`config.mk`:
```
export PLATFORM = sky130hd
export DESIGN_NAME = vidhost_port
export DESIGN_NICKNAME = d
export VERILOG_FILES = /design/src/rtl/vhp_pkg.sv /design/src/rtl/vhp_mode.sv /design/src/rtl/vhp_ptr.sv /design/src/rtl/vhp_route.sv /design/src/rtl/vidhost_port.sv
export SDC_FILE = /design/constraint.sdc
export NUM_CORES = 1
export LEC_CHECK = 0
export BUFFER_PORTS_ARGS = -buffer_cell sky130_fd_sc_hd__buf_2
export CAP_MARGIN = 5
export CORE_UTILIZATION = 44
export DETAILED_ROUTE_END_ITERATION = 8
export GPL_TIMING_DRIVEN = 0
export PLACE_DENSITY_LB_ADDON = 0.2
export SLEW_MARGIN = 30
export SYNTH_ARGS = -nofsm -noshare
export SYNTH_HDL_FRONTEND = slang
export SYNTH_HIERARCHICAL = 1
export SYNTH_SLANG_ARGS = --single-unit
```
`constraint.sdc`:
```
create_clock -name clk -period 2.68 [get_ports clk]
set_clock_uncertainty 0.15 [all_clocks]
set_input_delay 0.134 -clock clk [delete_from_list [all_inputs] [get_ports clk]]
set_output_delay 0.134 -clock clk [all_outputs]
set_load 0.05 [all_outputs]
```
`src/rtl/vhp_pkg.sv`:
```
// Shared codes and field positions for the indexed host register port.
// Assumes a 16-bit host word; the bit positions below are decoded by host software.
package vhp_pkg;

    typedef enum logic [1:0] {
        DEV_BLT  = 2'd0,
        DEV_SYNC = 2'd1,
        DEV_CLUT = 2'd2,
        DEV_VMEM = 2'd3
    } dev_e;

    typedef enum logic [1:0] {
        CNT_HOLD = 2'd0,
        CNT_UP   = 2'd1,
        CNT_DOWN = 2'd2,
        CNT_BAD  = 2'd3
    } cnt_e;

    localparam int DONE_BIT = 15;
    localparam int CNT_LSB  = 11;
    localparam int DEV_LSB  = 9;
    localparam int NUM_DEV  = 4;

endpackage

```
`src/rtl/vhp_mode.sv`:
```
// Holds the control word fields and the framebuffer low-address capture flag.
// Assumes mode_wr and data_wr are never high together (they decode one location each).
module vhp_mode
    import vhp_pkg::*;
#(
    parameter int DATA_W = 16,
    parameter int REG_AW = 8
) (
    input  logic              clk,
    input  logic              rst_n,
    input  logic              mode_wr,
    input  logic              data_wr,
    input  logic [DATA_W-1:0] wdata,
    output dev_e              dev,
    output cnt_e              cnt,
    output logic [REG_AW-1:0] base,
    output logic              armed
);

    // Capture control fields on a control write; clear capture flag on first data write.
    always_ff @(posedge clk) begin
        if (!rst_n) begin
            dev   <= DEV_BLT;
            cnt   <= CNT_HOLD;
            base  <= '0;
            armed <= 1'b0;
        end else if (mode_wr) begin
            dev   <= dev_e'(wdata[DEV_LSB +: 2]);
            cnt   <= cnt_e'(wdata[CNT_LSB +: 2]);
            base  <= wdata[REG_AW-1:0];
            armed <= (wdata[DEV_LSB +: 2] == 2'(DEV_VMEM));
        end else if (data_wr && armed) begin
            armed <= 1'b0;
        end
    end

    // a framebuffer control write leaves the capture armed
    a_r11_rearm: assert property (@(posedge clk) disable iff (!rst_n)
        (mode_wr && wdata[DEV_LSB +: 2] == 2'(DEV_VMEM)) |=> armed);

    // capture is consumed by exactly one data write
    a_r8_disarm: assert property (@(posedge clk) disable iff (!rst_n)
        (data_wr && armed && !mode_wr) |=> !armed);

endmodule

```
`src/rtl/vhp_ptr.sv`:
```
// Internal address pointer: loaded by control writes, low half captured for the
// framebuffer, stepped by data accesses with a per-device wrap width.
// Assumes mode_wr, capture and step are mutually exclusive.
module vhp_ptr
    import vhp_pkg::*;
#(
    parameter int DATA_W = 16,
    parameter int REG_AW = 8,
    parameter int FB_AW  = REG_AW + DATA_W
) (
    input  logic              clk,
    input  logic              rst_n,
    input  logic              mode_wr,
    input  logic              capture,
    input  logic              step,
    input  logic [DATA_W-1:0] wdata,
    input  dev_e              dev,
    input  cnt_e              cnt,
    output logic [FB_AW-1:0]  ptr
);

    localparam int HI_W = FB_AW - REG_AW;

    logic [FB_AW-1:0]  ptr_inc;
    logic [FB_AW-1:0]  ptr_dec;
    logic [FB_AW-1:0]  ptr_load;
    logic [REG_AW-1:0] lo_inc;
    logic [REG_AW-1:0] lo_dec;

    // Next-value candidates: full-width for the framebuffer, index-width otherwise.
    always_comb begin
        lo_inc = ptr[REG_AW-1:0] + 1'b1;
        lo_dec = ptr[REG_AW-1:0] - 1'b1;
        if (dev == DEV_VMEM) begin
            ptr_inc = ptr + 1'b1;
            ptr_dec = ptr - 1'b1;
        end else begin
            ptr_inc = {{HI_W{1'b0}}, lo_inc};
            ptr_dec = {{HI_W{1'b0}}, lo_dec};
        end
    end

    // Load value from a control write: framebuffer start goes into the top byte.
    always_comb begin
        if (wdata[DEV_LSB +: 2] == 2'(DEV_VMEM))
            ptr_load = {wdata[REG_AW-1:0], {DATA_W{1'b0}}};
        else
            ptr_load = {{HI_W{1'b0}}, wdata[REG_AW-1:0]};
    end

    // Pointer register update.
    always_ff @(posedge clk) begin
        if (!rst_n) begin
            ptr <= '0;
        end else if (mode_wr) begin
            ptr <= ptr_load;
        end else if (capture) begin
            ptr <= {ptr[FB_AW-1:DATA_W], wdata};
        end else if (step) begin
            case (cnt)
                CNT_UP:   ptr <= ptr_inc;
                CNT_DOWN: ptr <= ptr_dec;
                default:  ptr <= ptr;
            endcase
        end
    end

    // hold and the illegal code both leave the pointer unchanged
    a_r6_hold_stable: assert property (@(posedge clk) disable iff (!rst_n)
        (step && (cnt == CNT_HOLD || cnt == CNT_BAD)) |=> $stable(ptr));

    // index devices count up by one within the index width
    a_r4_count_up: assert property (@(posedge clk) disable iff (!rst_n)
        (step && cnt == CNT_UP && dev != DEV_VMEM) |=>
        ptr[REG_AW-1:0] == REG_AW'($past(ptr[REG_AW-1:0]) + 1'b1));

    // framebuffer counts down across the full address width
    a_r9_fb_down: assert property (@(posedge clk) disable iff (!rst_n)
        (step && cnt == CNT_DOWN && dev == DEV_VMEM) |=>
        ptr == FB_AW'($past(ptr) - 1'b1));

    // index devices never see upper address bits
    a_r7_upper_zero: assert property (@(posedge clk) disable iff (!rst_n)
        (dev != DEV_VMEM) |-> ptr[FB_AW-1:REG_AW] == '0);

    // a capture write sets only the low half and keeps the top byte
    a_r8_capture_hi: assert property (@(posedge clk) disable iff (!rst_n)
        capture |=> ptr[FB_AW-1:DATA_W] == $past(ptr[FB_AW-1:DATA_W]));

endmodule

```
`src/rtl/vhp_route.sv`:
```
// Decodes host strobes into control, capture and device accesses, selects read
// data, and registers the subsystem reset request.
// Assumes read data from devices is valid combinationally for the current pointer.
module vhp_route
    import vhp_pkg::*;
#(
    parameter int DATA_W = 16,
    parameter int REG_AW = 8
) (
    input  logic               clk,
    input  logic               rst_n,
    input  logic               host_wr,
    input  logic               host_rd,
    input  logic               host_loc,
    input  logic               blt_done,
    input  dev_e               dev,
    input  cnt_e               cnt,
    input  logic [REG_AW-1:0]  base,
    input  logic               armed,
    input  logic [REG_AW-1:0]  ptr_lo,
    input  logic [DATA_W-1:0]  rd_blt,
    input  logic [DATA_W-1:0]  rd_sync,
    input  logic [DATA_W-1:0]  rd_clut,
    input  logic [DATA_W-1:0]  rd_vmem,
    output logic               mode_wr,
    output logic               data_wr,
    output logic               capture,
    output logic               step,
    output logic [NUM_DEV-1:0] dev_wr,
    output logic [NUM_DEV-1:0] dev_rd,
    output logic [DATA_W-1:0]  host_rdata,
    output logic               rst_req
);

    localparam int PAD_W = DEV_LSB - REG_AW;

    logic data_rd;
    logic pass_wr;
    logic [DATA_W-1:0] mode_view;
    logic [DATA_W-1:0] win_view;

    // Strobe decode; a write wins over a simultaneous read.
    always_comb begin
        mode_wr = host_wr & ~host_loc;
        data_wr = host_wr & host_loc;
        data_rd = host_rd & ~host_wr & host_loc;
        capture = data_wr & armed;
        pass_wr = data_wr & ~armed;
        step    = pass_wr | data_rd;
    end

    // One-hot device strobes, one generated lane per device code.
    for (genvar g = 0; g < NUM_DEV; g++) begin : g_lane
        assign dev_wr[g] = pass_wr & (dev == dev_e'(g));
        assign dev_rd[g] = data_rd & (dev == dev_e'(g));
    end

    // Assemble the control word view and the data window view.
    always_comb begin
        mode_view = '0;
        mode_view[DONE_BIT]       = blt_done;
        mode_view[CNT_LSB +: 2]   = cnt;
        mode_view[DEV_LSB +: 2]   = dev;
        mode_view[REG_AW-1:0]     = base;
        mode_view[REG_AW +: PAD_W] = '0;
        case (dev)
            DEV_BLT:  win_view = rd_blt;
            DEV_SYNC: win_view = rd_sync;
            DEV_CLUT: win_view = rd_clut;
            default:  win_view = rd_vmem;
        endcase
        host_rdata = host_loc ? win_view : mode_view;
    end

    // Register the reset request raised by a write to engine index 0.
    always_ff @(posedge clk) begin
        if (!rst_n)
            rst_req <= 1'b0;
        else
            rst_req <= pass_wr && dev == DEV_BLT && ptr_lo == '0;
    end

    // at most one device is written per cycle
    a_r3_wr_onehot: assert property (@(posedge clk) disable iff (!rst_n)
        $onehot0(dev_wr));

    // at most one device is read per cycle
    a_r3_rd_onehot: assert property (@(posedge clk) disable iff (!rst_n)
        $onehot0(dev_rd));

    // the low-address capture write reaches no device
    a_r8_capture_silent: assert property (@(posedge clk) disable iff (!rst_n)
        capture |-> dev_wr == '0);

    // reset request follows an engine write at index 0
    a_r10_rst_follows: assert property (@(posedge clk) disable iff (!rst_n)
        (dev_wr[DEV_BLT] && ptr_lo == '0) |=> rst_req);

endmodule

```
`src/rtl/vidhost_port.sv`:
```
// Two-location host port into a video subsystem: a control word picks device,
// start index and count direction; a data window moves words to the device.
// Assumes one host access per cycle and combinational device read data.
module vidhost_port
    import vhp_pkg::*;
#(
    parameter int DATA_W = 16,
    parameter int REG_AW = 8,
    localparam int FB_AW = REG_AW + DATA_W
) (
    input  logic               clk,
    input  logic               rst_n,
    input  logic               host_wr,
    input  logic               host_rd,
    input  logic               host_loc,
    input  logic [DATA_W-1:0]  host_wdata,
    output logic [DATA_W-1:0]  host_rdata,
    input  logic               blt_done,
    output logic [NUM_DEV-1:0] dev_wr,
    output logic [NUM_DEV-1:0] dev_rd,
    output logic [FB_AW-1:0]   dev_addr,
    output logic [DATA_W-1:0]  dev_wdata,
    input  logic [DATA_W-1:0]  blt_rdata,
    input  logic [DATA_W-1:0]  sync_rdata,
    input  logic [DATA_W-1:0]  clut_rdata,
    input  logic [DATA_W-1:0]  vmem_rdata,
    output logic               subsys_rst
);

    dev_e              dev;
    cnt_e              cnt;
    logic [REG_AW-1:0] base;
    logic              armed;
    logic              mode_wr;
    logic              data_wr;
    logic              capture;
    logic              step;
    logic [FB_AW-1:0]  ptr;

    vhp_mode #(.DATA_W(DATA_W), .REG_AW(REG_AW)) u_mode (
        .clk     (clk),
        .rst_n   (rst_n),
        .mode_wr (mode_wr),
        .data_wr (data_wr),
        .wdata   (host_wdata),
        .dev     (dev),
        .cnt     (cnt),
        .base    (base),
        .armed   (armed)
    );

    vhp_ptr #(.DATA_W(DATA_W), .REG_AW(REG_AW), .FB_AW(FB_AW)) u_ptr (
        .clk     (clk),
        .rst_n   (rst_n),
        .mode_wr (mode_wr),
        .capture (capture),
        .step    (step),
        .wdata   (host_wdata),
        .dev     (dev),
        .cnt     (cnt),
        .ptr     (ptr)
    );

    vhp_route #(.DATA_W(DATA_W), .REG_AW(REG_AW)) u_route (
        .clk        (clk),
        .rst_n      (rst_n),
        .host_wr    (host_wr),
        .host_rd    (host_rd),
        .host_loc   (host_loc),
        .blt_done   (blt_done),
        .dev        (dev),
        .cnt        (cnt),
        .base       (base),
        .armed      (armed),
        .ptr_lo     (ptr[REG_AW-1:0]),
        .rd_blt     (blt_rdata),
        .rd_sync    (sync_rdata),
        .rd_clut    (clut_rdata),
        .rd_vmem    (vmem_rdata),
        .mode_wr    (mode_wr),
        .data_wr    (data_wr),
        .capture    (capture),
        .step       (step),
        .dev_wr     (dev_wr),
        .dev_rd     (dev_rd),
        .host_rdata (host_rdata),
        .rst_req    (subsys_rst)
    );

    assign dev_addr  = ptr;
    assign dev_wdata = host_wdata;

endmodule

```
; After elaboration in Yosys (flattened, before gate mapping)
; Index checks and enable logic that the tools add are counted.
; Widths: inputs -> output; s select.
[totals]
ff_bits = 38
inputBits = 86
out_inout_bits = 65
elab_cells = 59
[classes]
add_sub_neg = 4
eq_ne = 7
mux = 11
bitwise = 18
reduce_logical = 12
[op_table]
columns = cell, count
row1 = $mux 24, 6
row2 = $pmux 16 s3, 1
row3 = $pmux 24 s2, 1
row4 = $add 24x1->24 const B, 1
row5 = $sub 24x1->24 const B, 1
row6 = $mux 16, 1
row7 = $and 1x1->1, 14
row8 = $add 8x1->8 const B, 1
row9 = $eq 2x2->1 const B, 4
row10 = $logic_not 8->1, 1
row11 = $sub 8x1->8 const B, 1
row12 = $reduce_bool 3->1, 2
row13 = $eq 2x1->1 const B, 2
row14 = $reduce_bool 2->1, 2
row15 = $reduce_bool 4->1, 1
row16 = $logic_and 1x1->1, 3
row17 = $not 1->1, 3
row18 = $reduce_and 3->1, 1
row19 = $logic_not 2->1, 1
row20 = $mux 1, 2
row21 = $ne 2x2->1 const B, 1
row22 = $reduce_and 2->1, 1
row23 = $or 1x1->1, 1

; Depth between registers and ports, before layout
; Gate-level depths: netlist of the first run.
[depth]
depth_word = 7
ltp_mapped = 9
depth_no_buf = 7

; Modules after synthesis
; Netlist of the first run, hierarchy kept.
[modules_own_cells]
columns = module, instances, cells_each, area_per_inst_um2, seq_area_each_um2
row1 = vhp_ptr, 1, 308, 2189.6, 480.5
row2 = vhp_route, 1, 94, 778.2, 20.0
row3 = vhp_mode, 1, 42, 513.0, 260.2
row4 = vidhost_port, 1, 16, 120.1, 0.0

; Least setup slack after synthesis of the first run
; Ideal clock, no wire load.
[synth_timing]
kind = reg-to-reg
startpoint = register u_ptr.ptr[3]
endpoint = register u_ptr.ptr[20]
t_arrival_ns = 2.672
setup_slack_ns = -0.221
path_stages_with_launch = 8
period_less_slack_ns = 2.901
cell_sequence = dfxtp_1 -> buf_6 -> or4_4 -> buf_6 -> or3_4 -> or4_4 -> a2111o_1 -> o211ai_1
[synth_via]
elab_chain_cells = 6
elab_cells_between_ends = 8
classes_between = add/sub: 2 / mux: 6
[synth_lines]
columns = item, line
row1 = start: declaration, vhp_ptr.sv:19  ; output logic [FB_AW-1:0] ptr
row2 = start signal: assignment, vhp_ptr.sv:56  ; ptr <= ptr_load;
row3 = start signal: assignment, vhp_ptr.sv:58  ; ptr <= {ptr[FB_AW-1:DATA_W], wdata};
row4 = start signal: assignment, vhp_ptr.sv:61  ; CNT_UP: ptr <= ptr_inc;
row5 = $sub 24x1->24 or $add 24x1->24 (tied branches), "vhp_ptr.sv:36, vhp_ptr.sv:35"
row6 = $mux 24, vhp_ptr.sv:34  ; if (dev == DEV_VMEM) begin
row7 = $pmux 24 s2 (*), vhp_ptr.sv:60  ; case (cnt)
row8 = $mux 24 (*), vhp_ptr.sv:59  ; end else if (step) begin
row9 = $mux 24 (*), vhp_ptr.sv:57  ; end else if (capture) begin
row10 = $mux 24 (*), vhp_ptr.sv:55  ; end else if (mode_wr) begin
; Every way passes the cells marked *; elsewhere a longest branch is shown, timed or not. The select of a mux whose other input is x is not followed.
; A chain may end at the register's enable or synchronous reset.

; Worst setup path after layout of the first run
[layout_timing]
startpoint = register u_ptr.ptr[0]
endpoint = register u_ptr.ptr[20]
; The elaborated chain is that of the path after synthesis.

==> out/metrics.json, run 1 <==
{
  "total_wire_length_after_detailed_routing_mm": 13.0,
  "floorplan.initialDensity_pct": 46.1,
  "timing.final.max_slew_violations": 0,
  "detail_route.vias_per_cell": 5.97,
  "synth-edff-count": 0,
  "number_of_nets_at_the_end_of_the_flow": 720,
  "dieHeight_um": 92.5,
  "yosys_register_bits": 38,
  "final.period_utilization_pct": 97.9,
  "syn_avg_cell_area_um2": 7.83,
  "numCtsBuffers": 5,
  "synth_fp_nets": 550,
  "critical-path-slowest-cell": "sky130_fd_sc_hd__or4_4",
  "layout.cells.most_common_list": "sky130_fd_sc_hd__buf_2, sky130_fd_sc_hd__mux2i_1, sky130_fd_sc_hd__nand2_1",
  "setup_viol_count_final": 0,
  "yosys-top-cells-area": "sky130_fd_sc_hd__dfxtp_1, sky130_fd_sc_hd__mux2i_1, sky130_fd_sc_hd__buf_4",
  "grt_util_met1_pct": 39.4,
  "timing.critical_path.buf_inv": 2,
  "design_area_um2": 4770,
  "io_pins": 151,
  "htree_levels": 2,
  "cts.reportedPaths.clkPinSlew_ps": 90,
  "core.rowCount": 32,
  "globalRouteTotalUtil_pct": 29.8,
  "violations_in_the_final_reports": "hold timing",
  "yosysUniqueCellTypes": 67,
  "synthDominantCellAreaShare_pct": 21.1,
  "layout_commonest_cell": "sky130_fd_sc_hd__buf_2",
  "die-area_um2": 8550,
  "multi_input_logic_area_um2": 2520,
  "pin_count_of_the_biggest_net_entering_global_routing": 13,
  "setup.worst_path.start_class": "register",
  "vias_in_the_first_global_route": 3982,
  "detailedRoute.firstIterationViolations": 356,
  "antenna_cells_inserted": 0,
  "clock-root-buffer": "sky130_fd_sc_hd__clkbuf_8",
  "antenna_found_initial": 0,
  "ir_drop_mv": 0.221,
  "hold_path.class": "primary input to register",
  "p_switching_mw": 0.683,
  "cp.required_ps": 2760,
  "maxClockFrequency_mhz": 381,
  "max-slew-margin-rel_pct": 54.4,
  "result_of_the_run": "complete, but fails checks",
  "register_area_um2": 777,
  "power_frac_seq_pct": 35.8,
  "sw_frac_of_total_pct": 39.7,
  "p_total_mw": 1.72,
  "fin_crit_ps": 2620,
  "synth-main-ff-cell": "sky130_fd_sc_hd__dfxtp_1",
  "clock_sink_count": 38,
  "static-leakage-power_nw": 1.99,
  "clockBufferDepth": 2,
  "synthesis.instances": 460,
  "power_frac_clock_pct": 25.1,
  "crit_chain": "clkbuf_2, inv_1, ha_1, and2_1, nand3_1, or4_4, a2111o_1, o211ai_1",
  "dp_hpwl_mm": 9.84,
  "grt.met2_usage_pct": 49.4,
  "crit_path_max_incr_delay_ps": 510,
  "crit_fanout": 10,
  "ratio_of_cells_with_drive_above_1_in_the_final_layout_pct": 36.9,
  "hold_viol_final": 1,
  "io_buffers": 150,
  "tritoncts": "done",
  "worstSetupPathType": "register to register",
  "finalWeightedCongestion": 0.927,
  "die_w_um": 92.5,
  "cap_violations": 0,
  "grt_first_pass_wirelength_mm": 20.0,
  "area.growth.synth_to_final_pct": 32.6,
  "grt_util_met3_pct": 5.09,
  "netlist_area_um2": 3600,
  "synth-warning-count": 6,
  "synth_seq_area_share_pct": 21.1,
  "cp.arrival_ps": 2710,
  "post-route-drc-count": 0,
  "detailedRoute.firstPassIterationCount": 5,
  "crit_path_end_kind": "register",
  "powerDensity_nw_per_um2": 360,
  "global_route.overflow_total": 0,
  "worstSkewPairLatency_ps": 300,
  "synth-async-reset-ratio_pct": 0,
  "routed_wire_length_per_instance_um": 17.7,
  "ant_nets": 0,
  "internal_power_mw": 1.04,
  "cell_accounting_for_the_most_synthesized_area": "sky130_fd_sc_hd__dfxtp_1",
  "core_um2": 7810,
  "post_dp_cell_area_um2": 4490,
  "busiest_layer": "met2",
  "aggregate_negative_setup_slack_ps": 0,
  "timing.critical_path.max_delay_family": "simple AND/OR/NAND/NOR gates",
  "timing.hold.ws_ps": -1.31,
  "timing_worst_slew_pin_value_ps": 684,
  "dr_total_vias": 4375,
  "num-fill-cells": 762,
  "combinational_cell_fraction_of_total_power_pct": 39.1
}
==> area by class of cell <==
cell class                 instances  area share (%)
multi-input combinational        357            52.8
clock buffer                       6            1.73
sequential                        38            16.3
buffer                            54            7.29
inverter                          11           0.865
timing repair buffer             163            18.1
clock inverter                     2           0.262
tap                              102            2.67
==> synth_stat cells, types with 3 or more instances <==
library cell and count:
sky130_fd_sc_hd__a211oi_1 4, sky130_fd_sc_hd__a21oi_1 23, sky130_fd_sc_hd__a22oi_1 4, sky130_fd_sc_hd__a2bb2oi_1 3, sky130_fd_sc_hd__a31oi_1 6, sky130_fd_sc_hd__a32oi_1 4
sky130_fd_sc_hd__and2_1 5, sky130_fd_sc_hd__and3_1 7, sky130_fd_sc_hd__and4b_1 3, sky130_fd_sc_hd__buf_2 6, sky130_fd_sc_hd__buf_4 18, sky130_fd_sc_hd__buf_6 6
sky130_fd_sc_hd__clkbuf_1 23, sky130_fd_sc_hd__dfxtp_1 38, sky130_fd_sc_hd__ha_1 4, sky130_fd_sc_hd__inv_1 11, sky130_fd_sc_hd__mux2i_1 40, sky130_fd_sc_hd__mux4_2 3
sky130_fd_sc_hd__nand2_1 31, sky130_fd_sc_hd__nand2b_1 19, sky130_fd_sc_hd__nand3_1 26, sky130_fd_sc_hd__nand3b_1 4, sky130_fd_sc_hd__nand4_1 6, sky130_fd_sc_hd__nor2_1 17
sky130_fd_sc_hd__nor2b_1 18, sky130_fd_sc_hd__nor3_1 24, sky130_fd_sc_hd__nor3b_1 4, sky130_fd_sc_hd__nor4_1 15, sky130_fd_sc_hd__o211ai_1 3, sky130_fd_sc_hd__o21ai_0 9
sky130_fd_sc_hd__o221ai_1 12, sky130_fd_sc_hd__o22ai_1 5, sky130_fd_sc_hd__o32ai_1 3, sky130_fd_sc_hd__or3_1 9, sky130_fd_sc_hd__or4_1 3, sky130_fd_sc_hd__xnor2_1 5
==> state kept, by name, summed over array words and instances (netlist names) <==
signal,flops
u_mode/dev,2
u_mode/armed,1
u_mode/cnt,2
u_mode/base,8
u_ptr/ptr,24
u_route/rst_req,1
==> tightest hold or removal path: stages <==
cell                      delay, ps
sky130_fd_sc_hd__buf_2          130
sky130_fd_sc_hd__nand3_1         70
sky130_fd_sc_hd__a21oi_1         70
==> logic make-up after synthesis <==
| logic type | count (synthesis) | synth area share, % |
|---|---|---|
| simple gates | 209 | 33.7 |
| compound gates | 93 | 18.2 |
| buf+inv | 66 | 10.8 |
| mux | 43 | 13.0 |
| flops | 38 | 21.1 |
| xor+xnor | 7 | 1.70 |
| fa+ha+maj | 4 | 1.39 |
==> path summary, 6_finish.rpt <==
check	start	end	slack, ps	cells past startpoint
worst max-delay path	u_ptr/ptr[0]	u_ptr/ptr[20]	60	8
worst min-delay path	host_wdata[1]	u_ptr/ptr[1]	-1	3
worst max register to register	u_ptr/ptr[0]	u_ptr/ptr[20]	60	8
worst min register to register	u_ptr/ptr[23]	u_ptr/ptr[23]	370	2
==> routing by layer <==
layer | vias to the layer above | part of all wire [%]
met1 | 2071 | 43
met4 | 0 | 2.1
li1 | 2048 | -
met5 | - | 0
met2 | 231 | 47
met3 | 25 | 7.8
==> power by group through the flow <==
stage	Combinational (mW)	Sequential (mW)	Clock [mW]
5_1_grt	0.711	0.619	0.461
3_5_place_dp	0.651	0.627	0
2_1_floorplan	0.419	0.661	0
3_3_place_gp	0.641	0.626	0
6_report	0.673	0.616	0.432
4_1_cts	0.657	0.613	0.439
==> metrics by stage <==
stage | worst slack, ps | instances | util [%]
2_1_floorplan | 19.8 | 460 | -
3_3_place_gp | -349 | 712 | 57.6
3_5_place_dp | -391 | 712 | 57.6
4_1_cts | -6.36 | 726 | 59.7
5_1_grt | -1.73 | 733 | 61.2
6_report | 57.4 | 733 | 61.2
==> what timing repair did <==
action                                  4_1_cts  5_1_grt
pin swaps                                     0        5
gates cloned                                  0        1
buffers inserted                              0        6
hold buffers                                  7        0
endpoints found under the setup margin       10       17
resized for setup                             4       20
hold endpoints to repair                      7        0
Note: power is estimated with default switching activity, not from simulation.
==> run 2: changes to the inputs <==
--- a/config.mk
+++ b/config.mk
@@ -7,10 +7,12 @@
 export LEC_CHECK = 0
 export BUFFER_PORTS_ARGS = -buffer_cell sky130_fd_sc_hd__buf_2
 export CAP_MARGIN = 5
+export CORE_MARGIN = 3
 export CORE_UTILIZATION = 44
 export DETAILED_ROUTE_END_ITERATION = 8
 export GPL_TIMING_DRIVEN = 0
 export PLACE_DENSITY_LB_ADDON = 0.2
+export SKIP_CTS_REPAIR_TIMING = 1
 export SLEW_MARGIN = 30
 export SYNTH_ARGS = -nofsm -noshare
 export SYNTH_HDL_FRONTEND = slang
==> out/metrics.json, run 2 (same netlist as run 1, synthesis figures left out) <==
{
  "result_of_the_run": "complete, but fails checks",
  "violations_in_the_final_reports": "hold timing, setup timing",
  "clock_sink_count": {"value": 38, "change": "unchanged"},
  "vias_in_the_first_global_route": {"value": 3949, "change": "-0.83%"},
  "detailedRoute.firstPassIterationCount": {"value": 5, "change": "unchanged"},
  "worst_r2r_src": "u_ptr/ptr[3]",
  "antenna_found_initial": {"value": 0, "change": "unchanged"},
  "dp_hpwl": {"value": 10.6, "unit": "mm", "change": "+7.3%"},
  "cts.reportedPaths.clkPinSlew": {"value": 80, "unit": "ps", "change": "about the same"},
  "clockBufferDepth": {"value": 2, "change": "unchanged"},
  "routed_wire_length_per_instance": {"value": 18.6, "unit": "µm", "change": "+5.1%"},
  "globalRouteTotalUtil": {"value": 28.6, "unit": "%", "change": "-1.2 points"},
  "combinational_cell_fraction_of_total_power": {"value": 35.6, "unit": "%", "change": "-3.5 points"},
  "ir_drop": {"value": 0.253, "unit": "mV", "change": "+15%"},
  "hold_depth": {"value": 3, "change": "unchanged"},
  "r2r_slack": {"value": -20, "unit": "ps", "change": "-80 ps"},
  "registers.top_by_ff_count": "u_ptr/ptr",
  "area.growth.synth_to_final": {"value": 32.6, "unit": "%", "change": "unchanged"},
  "ant_nets": {"value": 0, "change": "unchanged"},
  "core.rowCount": {"value": 32, "change": "unchanged"},
  "critical-path-slowest-cell": "sky130_fd_sc_hd__or4_4",
  "post_dp_cell_area": {"value": 4500, "unit": "µm²", "change": "+0.14%"},
  "layout.cells.most_common_list": "sky130_fd_sc_hd__buf_2, sky130_fd_sc_hd__mux2i_1, sky130_fd_sc_hd__nand2_1",
  "worstSkewPairLatency": {"value": 300, "unit": "ps", "change": "about the same"},
  "design_area": {"value": 4770, "unit": "µm²", "change": "unchanged"},
  "detail_route.vias_per_cell": {"value": 5.99, "change": "+0.43%"},
  "timing.critical_path.buf_inv": {"value": 2, "change": "unchanged"},
  "crit_path_max_incr_delay": {"value": 520, "unit": "ps", "change": "about the same"},
  "worstHoldStart": "host_wdata[2]",
  "setup_viol_count_final": {"value": 1, "change": "+1"},
  "finalWeightedCongestion": {"value": 0.973, "change": "+4.9%"},
  "die_w": {"value": 96.5, "unit": "µm", "change": "+4.3%"},
  "hold_viol_final": {"value": 3, "change": "+2"},
  "timing.final.max_slew_violations": {"value": 0, "change": "unchanged"},
  "ratio_of_cells_with_drive_above_1_in_the_final_layout": {"value": 37.0, "unit": "%", "change": "+0.076 points"},
  "place_worst_setup_slack": {"value": -467, "unit": "ps", "change": "-76.3 ps"},
  "timing.critical_path.max_delay_family": "simple AND/OR/NAND/NOR gates",
  "grt_first_pass_wirelength": {"value": 20.5, "unit": "mm", "change": "+2.6%"},
  "max-slew-margin-rel": {"value": 47.7, "unit": "%", "change": "-6.7 points"},
  "multi_input_logic_area": {"value": 2500, "unit": "µm²", "change": "-0.65%"},
  "final.setup.worst_slack": {"value": -18.9, "unit": "ps", "change": "-76.3 ps"},
  "timing.hold.ws": {"value": -20.0, "unit": "ps", "change": "-18.7 ps"},
  "maxClockFrequency": {"value": 371, "unit": "MHz", "change": "-2.8%"},
  "crit_fanout": {"value": 10, "change": "unchanged"},
  "dieHeight": {"value": 96.5, "unit": "µm", "change": "+4.3%"},
  "layout_commonest_cell": "sky130_fd_sc_hd__buf_2",
  "worstSetupPathType": "register to register",
  "io_buffers": {"value": 150, "change": "unchanged"},
  "aggregate_negative_setup_slack": {"value": -18.9, "unit": "ps", "change": "-18.9 ps"},
  "io_pins": {"value": 151, "change": "unchanged"},
  "number_of_flip_flops_in_the_largest_register": {"value": 24, "change": "unchanged"},
  "worstHoldEndpoint": "u_ptr/ptr[2]",
  "reg2reg_to": "u_ptr/ptr[20]",
  "reg2regPathDepth": {"value": 7, "change": "-1"},
  "cap_violations": {"value": 0, "change": "unchanged"},
  "setup_repair_after_global_routing_missed_its_margin": "yes",
  "p_switching": {"value": 0.692, "unit": "mW", "change": "+1.3%"},
  "internal_power": {"value": 1.20, "unit": "mW", "change": "+16%"},
  "power_frac_clock": {"value": 31.9, "unit": "%", "change": "+6.8 points"},
  "layout.cells.non_filler": {"value": 729, "change": "-0.55%"},
  "floorplan.initialDensity": {"value": 45.9, "unit": "%", "change": "-0.24 points"},
  "setup.worst_path.start_class": "register",
  "powerDensity": {"value": 397, "unit": "nW/µm²", "change": "+10%"},
  "detailedRoute.firstIterationViolations": {"value": 401, "change": "+13%"},
  "crit_path_end_kind": "register",
  "die-area": {"value": 9310, "unit": "µm²", "change": "+8.8%"},
  "largest_registers": "u_ptr/ptr: 24 flops, u_mode/base: 8 flops",
  "clock-root-buffer": "sky130_fd_sc_hd__clkbuf_8",
  "number_of_nets_at_the_end_of_the_flow": {"value": 716, "change": "-0.56%"},
  "placedCellCount": {"value": 712, "change": "unchanged"},
  "pin_count_of_the_biggest_net_entering_global_routing": {"value": 14, "change": "+1"},
  "tritoncts": "done",
  "num-fill-cells": {"value": 766, "change": "+0.52%"},
  "cp.required": {"value": 2760, "unit": "ps", "change": "about the same"},
  "global_route.overflow_total": {"value": 0, "change": "unchanged"},
  "register_area": {"value": 777, "unit": "µm²", "change": "unchanged"},
  "core": {"value": 7850, "unit": "µm²", "change": "+0.51%"},
  "cp.arrival": {"value": 2780, "unit": "ps", "change": "+70 ps"},
  "sw_frac_of_total": {"value": 36.5, "unit": "%", "change": "-3.2 points"},
  "htree_levels": {"value": 2, "change": "unchanged"},
  "power_frac_seq": {"value": 32.5, "unit": "%", "change": "-3.3 points"},
  "p_total": {"value": 1.89, "unit": "mW", "change": "+10%"},
  "final_util": {"value": 60.8, "unit": "%", "change": "-0.31 points"},
  "fin_crit": {"value": 2700, "unit": "ps", "change": "+76.3 ps"},
  "hold_path.class": "primary input to register",
  "static-leakage-power": {"value": 2.00, "unit": "nW", "change": "+0.21%"},
  "dr_total_vias": {"value": 4370, "change": "-0.11%"},
  "crit_chain": "buf_6, or4_4, buf_6, or3_4, or4_4, a2111o_1, o211ai_1",
  "numCtsBuffers": {"value": 5, "change": "unchanged"},
  "final.period_utilization": {"value": 101, "unit": "%", "change": "+2.8 points"},
  "timing_worst_slew_pin_value": {"value": 778, "unit": "ps", "change": "+93.9 ps"},
  "post-route-drc-count": {"value": 0, "change": "unchanged"},
  "total_wire_length_after_detailed_routing": {"value": 13.6, "unit": "mm", "change": "+4.6%"},
  "antenna_cells_inserted": {"value": 0, "change": "unchanged"}
}
==> run 2: changes by cell type in the layout (fill, tap and decap cells not counted), sizes merged <==
cell / before / now
or4: 6 / 5
buf: 187 / 186
clkinvlp: 1 / 0
dlygate4sd3: 7 / 4
bufinv: 0 / 2
==> run 2: final cells by class <==
cell class              count  area share [%]
plain buffers              55            7.52
clock buffers               5            1.44
clock inverters             3            1.44
inverters                  11           0.865
multi-input cells         356            52.4
flip-flops and latches     38            16.3
well taps                 102            2.67
repair buffers            159            17.3
==> run 2: worst register-to-register path, cell delays in order (launching register included) <==
cell and delay [ps]:
sky130_fd_sc_hd__dfxtp_4 370, sky130_fd_sc_hd__buf_6 140, sky130_fd_sc_hd__or4_4 520, sky130_fd_sc_hd__buf_6 160
sky130_fd_sc_hd__or3_4 420, sky130_fd_sc_hd__or4_4 430, sky130_fd_sc_hd__a2111o_1 380, sky130_fd_sc_hd__o211ai_1 80
==> run 2: worst max-delay path by stage <==
stage / startpoint / endpoint / slack, ps / depth (start not counted)
2_1_floorplan: u_ptr/ptr[12] / u_ptr/ptr[20] / 20 / 5
3_3_place_gp: host_loc / u_ptr/ptr[20] / -470 / 9
3_5_place_dp: host_loc / u_ptr/ptr[20] / -470 / 9
4_1_cts: u_mode/armed / u_ptr/ptr[21] / -250 / 7
5_1_grt: u_ptr/ptr[1] / u_ptr/ptr[20] / -120 / 8
6_report: u_ptr/ptr[3] / u_ptr/ptr[20] / -20 / 7
==> run 2: metal layers <==
layer / wire (µm) / part of all wire (%) / global-route usage [%]
met5: 0 / 0 / 0
met1: 5950 / 44 / 39.6
met4: 327 / 2.4 / 8.88
met2: 6290 / 46 / 45.5
met3: 1010 / 7.4 / 4.57
==> run 2: power by group through the flow <==
stage	sequential [mW]	clock, mW	combinational [mW]
2_1_floorplan	0.661	0	0.419
3_3_place_gp	0.627	0	0.649
5_1_grt	0.618	0.639	0.717
6_report	0.615	0.605	0.674
3_5_place_dp	0.627	0	0.656
4_1_cts	0.613	0.618	0.658
